$ cat config.mk
export PLATFORM = sky130hd
export DESIGN_NAME = aal5_frame_judge
export DESIGN_NICKNAME = d
export VERILOG_FILES = /design/src/rtl/aal5_chk_pkg.sv /design/src/rtl/aal5_crc_step.sv /design/src/rtl/aal5_frame_judge.sv
export SDC_FILE = /design/constraint.sdc
export NUM_CORES = 1
export LEC_CHECK = 0
export ABC_AREA = 0
export CORE_MARGIN = 2
export CORE_UTILIZATION = 53
export DETAILED_ROUTE_END_ITERATION = 6
export PLACE_DENSITY = 0.81
export REMOVE_ABC_BUFFERS = 1
export SLEW_MARGIN = 0
export SYNTH_ARGS = -nofsm -noshare
export SYNTH_HDL_FRONTEND = slang
export SYNTH_SLANG_ARGS = --single-unit
$ cat constraint.sdc
create_clock -name clk -period 5.07 [get_ports clk]
set_clock_uncertainty 0.2 [all_clocks]
set_input_delay 1.521 -clock clk [delete_from_list [all_inputs] [get_ports clk]]
set_output_delay 1.521 -clock clk [all_outputs]
set_load 0.1 [all_outputs]
$ cat src/rtl/aal5_chk_pkg.sv
package aal5_chk_pkg;
  localparam int WORD_W = 32;
  localparam int LEN_W  = 16;

  typedef logic [WORD_W-1:0] word_t;

  // Per-word events decoded by the cell sequencer for the frame judge.
  typedef struct packed {
    logic body;      // accepted payload word of an open cell
    logic len_word;  // second-to-last word of a last cell
    logic crc_word;  // final word of a last cell (received CRC)
    logic abort;     // header arrived while a cell body was open
  } seq_ev_t;
endpackage

$ cat src/rtl/aal5_crc_step.sv
module aal5_crc_step
  import aal5_chk_pkg::*;
#(
  parameter logic [31:0] POLY = 32'h04C11DB7
) (
  input  logic [31:0] crc_in,
  input  word_t       data,
  output logic [31:0] crc_out
);
  // One shift stage per data bit, most significant bit first.
  logic [31:0] chain [WORD_W+1];

  assign chain[0] = crc_in;

  for (genvar i = 0; i < WORD_W; i++) begin : g_bit
    logic fb;
    assign fb = chain[i][31] ^ data[WORD_W-1-i];
    assign chain[i+1] = {chain[i][30:0], 1'b0} ^ (fb ? POLY : 32'h0);
  end

  assign crc_out = chain[WORD_W];
endmodule

$ cat src/rtl/aal5_frame_judge.sv
module aal5_frame_judge
  import aal5_chk_pkg::*;
#(
  parameter logic [31:0] POLY = 32'h04C11DB7
) (
  input  logic             clk,
  input  logic             rst_n,
  input  seq_ev_t          ev,
  input  word_t            data,
  output logic             frame_done,
  output logic             crc_ok,
  output logic [LEN_W-1:0] frame_len
);
  logic [31:0]      crc_q;
  logic [31:0]      crc_nx;
  logic [LEN_W-1:0] len_cap_q;

  aal5_crc_step #(.POLY(POLY)) u_step (
    .crc_in (crc_q),
    .data   (data),
    .crc_out(crc_nx)
  );

  always_ff @(posedge clk) begin
    if (!rst_n) begin
      crc_q      <= '1;
      len_cap_q  <= '0;
      frame_done <= 1'b0;
      crc_ok     <= 1'b0;
      frame_len  <= '0;
    end else begin
      frame_done <= ev.crc_word;
      crc_ok     <= ev.crc_word && (data == ~crc_q);
      if (ev.abort || ev.crc_word) crc_q <= '1;
      else if (ev.body)            crc_q <= crc_nx;
      if (ev.len_word) len_cap_q <= data[LEN_W-1:0];
      if (ev.crc_word) frame_len <= len_cap_q;
    end
  end
endmodule

==> summary.txt <==
Worst setup path
  • Crit Path Max Fanout: 4
  • Crit Path Category: in -> reg
  • R2r setup slk: 1.32 ns
  • CP Data Required Time: 5.11 ns
  • CP arrival: 5.04 ns
  • Crit end category: flip-flop
  • Startpoint types: input pin

Synth
  • Synth Area in Compound Gates: 0.02389
  • Syn avg cell area: 11.35 sq um
  • Synth area leaders: dfxtp_1 (23%), xnor2_1 (20%), xnor3_1 (16%), mux2i_1 (6.3%), xor2_1 (5.8%)
  • Yosys warning count: 0
  • Yosys reg bits: 66
  • Cells after Synth: 517
  • Commonest cells in the netlist: xnor2_1 (135), dfxtp_1 (66), xnor3_1 (42), xor2_1 (39), mux2i_1 (37)
  • Leading register cell type out of synthesis: dfxtp_1
  • Simple-gate share of the synthesized area: 0.08447
  • Post-synth ARST share: 0
  • Post-synth EDFFs: 0
  • Post-synthesis cell type count: 32
  • Synth Area in XOR/XNOR: 0.5853
  • Post-synthesis mux area share: 0.06314
  • Yosys top cell by area: dfxtp_1
  • Seq/Total Area, Yosys: 0.2253
  • Largest family of logic cells by synthesized area: XOR/XNOR gates
  • Top-area cell type share of the netlist area: 0.2253
  • Mapped Area: 5866 sq um
  • Adder-Cell Fraction of Synth Area: 0.004266
  • Most frequent cell after synthesis: xnor2_1

Clocking
  • Sink Count: 66
  • CTS buffer count: 9
  • Worst-Skew Late Latency: 0.38 ns
  • Clock tree buffer depth: 2
  • Clock tree root buffer cell: clkbuf_8
  • Clk slew on worst S/H paths: 0.08 ns
  • TritonCTS clock tree: done
  • H-tree depth: 3

Floorplan
  • Die width: 109.2 microns
  • Starting Density: 0.5411
  • Site Rows: 38
  • CORE AREA: 10840 sq um
  • Die Y-Extent: 109.2 microns
  • Top-Level Pins: 56
  • Die area: 11920 sq um

Hold path
  • Worst min path class: reg -> reg

Placement
  • Number of port buffers: 55
  • Placer Congestion: 1.005
  • Dpl cell area: 7567 sq um
  • DPL Wire Length: 13.39 mm

Final layout
  • Share of layout cells above drive strength 1: 0.3124
  • Filler cells: 821
  • Fin nets: 752
  • Area Growth Syn to Fin: 36.05%
  • Post-route cell area: 7980 sq um
  • Final core occ: 0.7362
  • Number of antenna repair diodes: 0

Global route
  • Antenna violations before repair: 0
  • Largest net degree at the start of global routing: 38
  • Total Routing Usage GR: 0.2984
  • Gr ovfl total: 0
  • First-pass GRT wire length: 25.27 mm
  • Vias in the first global route: 4469

Timing
  • RSZ-0062 raised after global routing: yes
  • Final Setup Violations: 0
  • Final Hold Fails: 0
  • Rel. slew slack: 0.3207
  • Max Fclk: 200.1 MHz
  • Max-slew violations: 0
  • Min cycle time layout: 4.999 ns
  • Slew at the pin with the worst max-slew slack: 1.016 ns
  • Fin crit share: 0.9859

Drt
  • WL/cell: 19.57 microns
  • Drt pass-1 iters: 5
  • Drt drc: 0
  • 1st-iter DRT viols: 292
  • Routed WL: 16.77 mm
  • Vias: 4348
  • Vias per inst: 5.074
  • Antenna-violating nets left: 0

Run status
  • Status: completed

Run
  • # Max-Cap Violations: 0
## layout by cell type, fill, tap and decap left out, types with 3 or more instances in the layout
| cell | instances |
|---|---|
| nor2_1 | 29 |
| clkbuf_8 | 11 |
| xnor2_1 | 129 |
| xor2_1 | 35 |
| xnor2_2 | 17 |
| xnor2_4 | 12 |
| buf_4 | 144 |
| o21ai_0 | 14 |
| nor2b_1 | 32 |
| mux2i_1 | 37 |
| xnor3_2 | 17 |
| xor2_2 | 11 |
| nand2_1 | 30 |
| nor4_1 | 6 |
| a21oi_1 | 3 |
| xnor3_1 | 36 |
| dfxtp_1 | 66 |
| clkdlybuf4s50_1 | 54 |
| o21ai_1 | 8 |
## critical path: stages
cell             delay [ns]
clkdlybuf4s50_1        0.52
buf_4                  0.13
xor2_1                 0.13
buf_4                  0.15
xnor3_1                0.48
xnor2_1                0.18
xnor2_1                0.31
xnor3_2                0.57
xnor2_4                0.17
buf_4                  0.17
xnor2_4                0.23
xnor3_1                0.25
nor2_1                 0.14
o21ai_1                0.09
## logic make-up after synthesis
group | after synthesis
AND/OR/NAND/NOR | 103
XOR/XNOR | 262
buffers and inverters | 20
multiplexers | 37
flip-flops | 66
AO/OA/AOI/OAI | 27
adder cells (fa/ha/maj) | 2
## final timing paths
check,startpoint,to,depth (start not counted)
max,data[27],crc_q[13]$_SDFFE_PP1P_,14
min reg2reg,crc_q[18]$_SDFFE_PP1P_,crc_q[18]$_SDFFE_PP1P_,2
max reg2reg,crc_q[28]$_SDFFE_PP1P_,crc_q[13]$_SDFFE_PP1P_,13
min,crc_q[18]$_SDFFE_PP1P_,crc_q[18]$_SDFFE_PP1P_,2
## layer usage
layer | part of all wire | vias up | wire length, microns | global-route usage
met5 | 0 | - | 0 | 0
met4 | 0.021 | 0 | 347 | 0.09042
met3 | 0.061 | 26 | 1017 | 0.05619
met2 | 0.48 | 132 | 8074 | 0.4947
met1 | 0.44 | 2113 | 7329 | 0.3966
li1 | - | 2077 | - | -
## through the flow
stage / setup TNS (ns) / hold slack (ns) / worst slack [ns] / instances
after floorplan: 0 / 0.2560 / 0.04702 / 501
after global placement: -3.399 / 0.2709 / -0.3015 / 832
after detailed placement: -5.525 / 0.2801 / -0.4271 / 832
after CTS: 0 / 0.3066 / 0.005454 / 848
after global routing: -0.02523 / 0.3405 / -0.02523 / 857
final: 0 / 0.3099 / 0.07139 / 857
## registers in the layout, indices dropped and copies added (netlist names)
signal and count:
crc_ok 1, crc_q 32, len_cap_q 16, frame_len 16, frame_done 1
## cell type report
class | count | area (sq um) | share of cell area
Clock buffer | 11 | 151.4 | 0.01897
Clock inverter | 5 | 62.56 | 0.007839
Multi-Input combinational cell | 431 | 4598 | 0.5762
Timing Repair Buffer | 200 | 1654 | 0.2073
Tap cell | 140 | 175.2 | 0.02195
Sequential cell | 66 | 1321 | 0.1656
Inverter | 4 | 17.52 | 0.002195
## timing repair
action	CTS	global route
gates resized for setup	3	19
buffers inserted	0	9
hold buffers	0	0
endpoints found under the setup margin	1	17
cloned	0	0
pin swaps	2	10
Power is left out: the tool's default activity adds up to more than one toggle a clock period on the data nets, which glitch-free logic cannot reach.
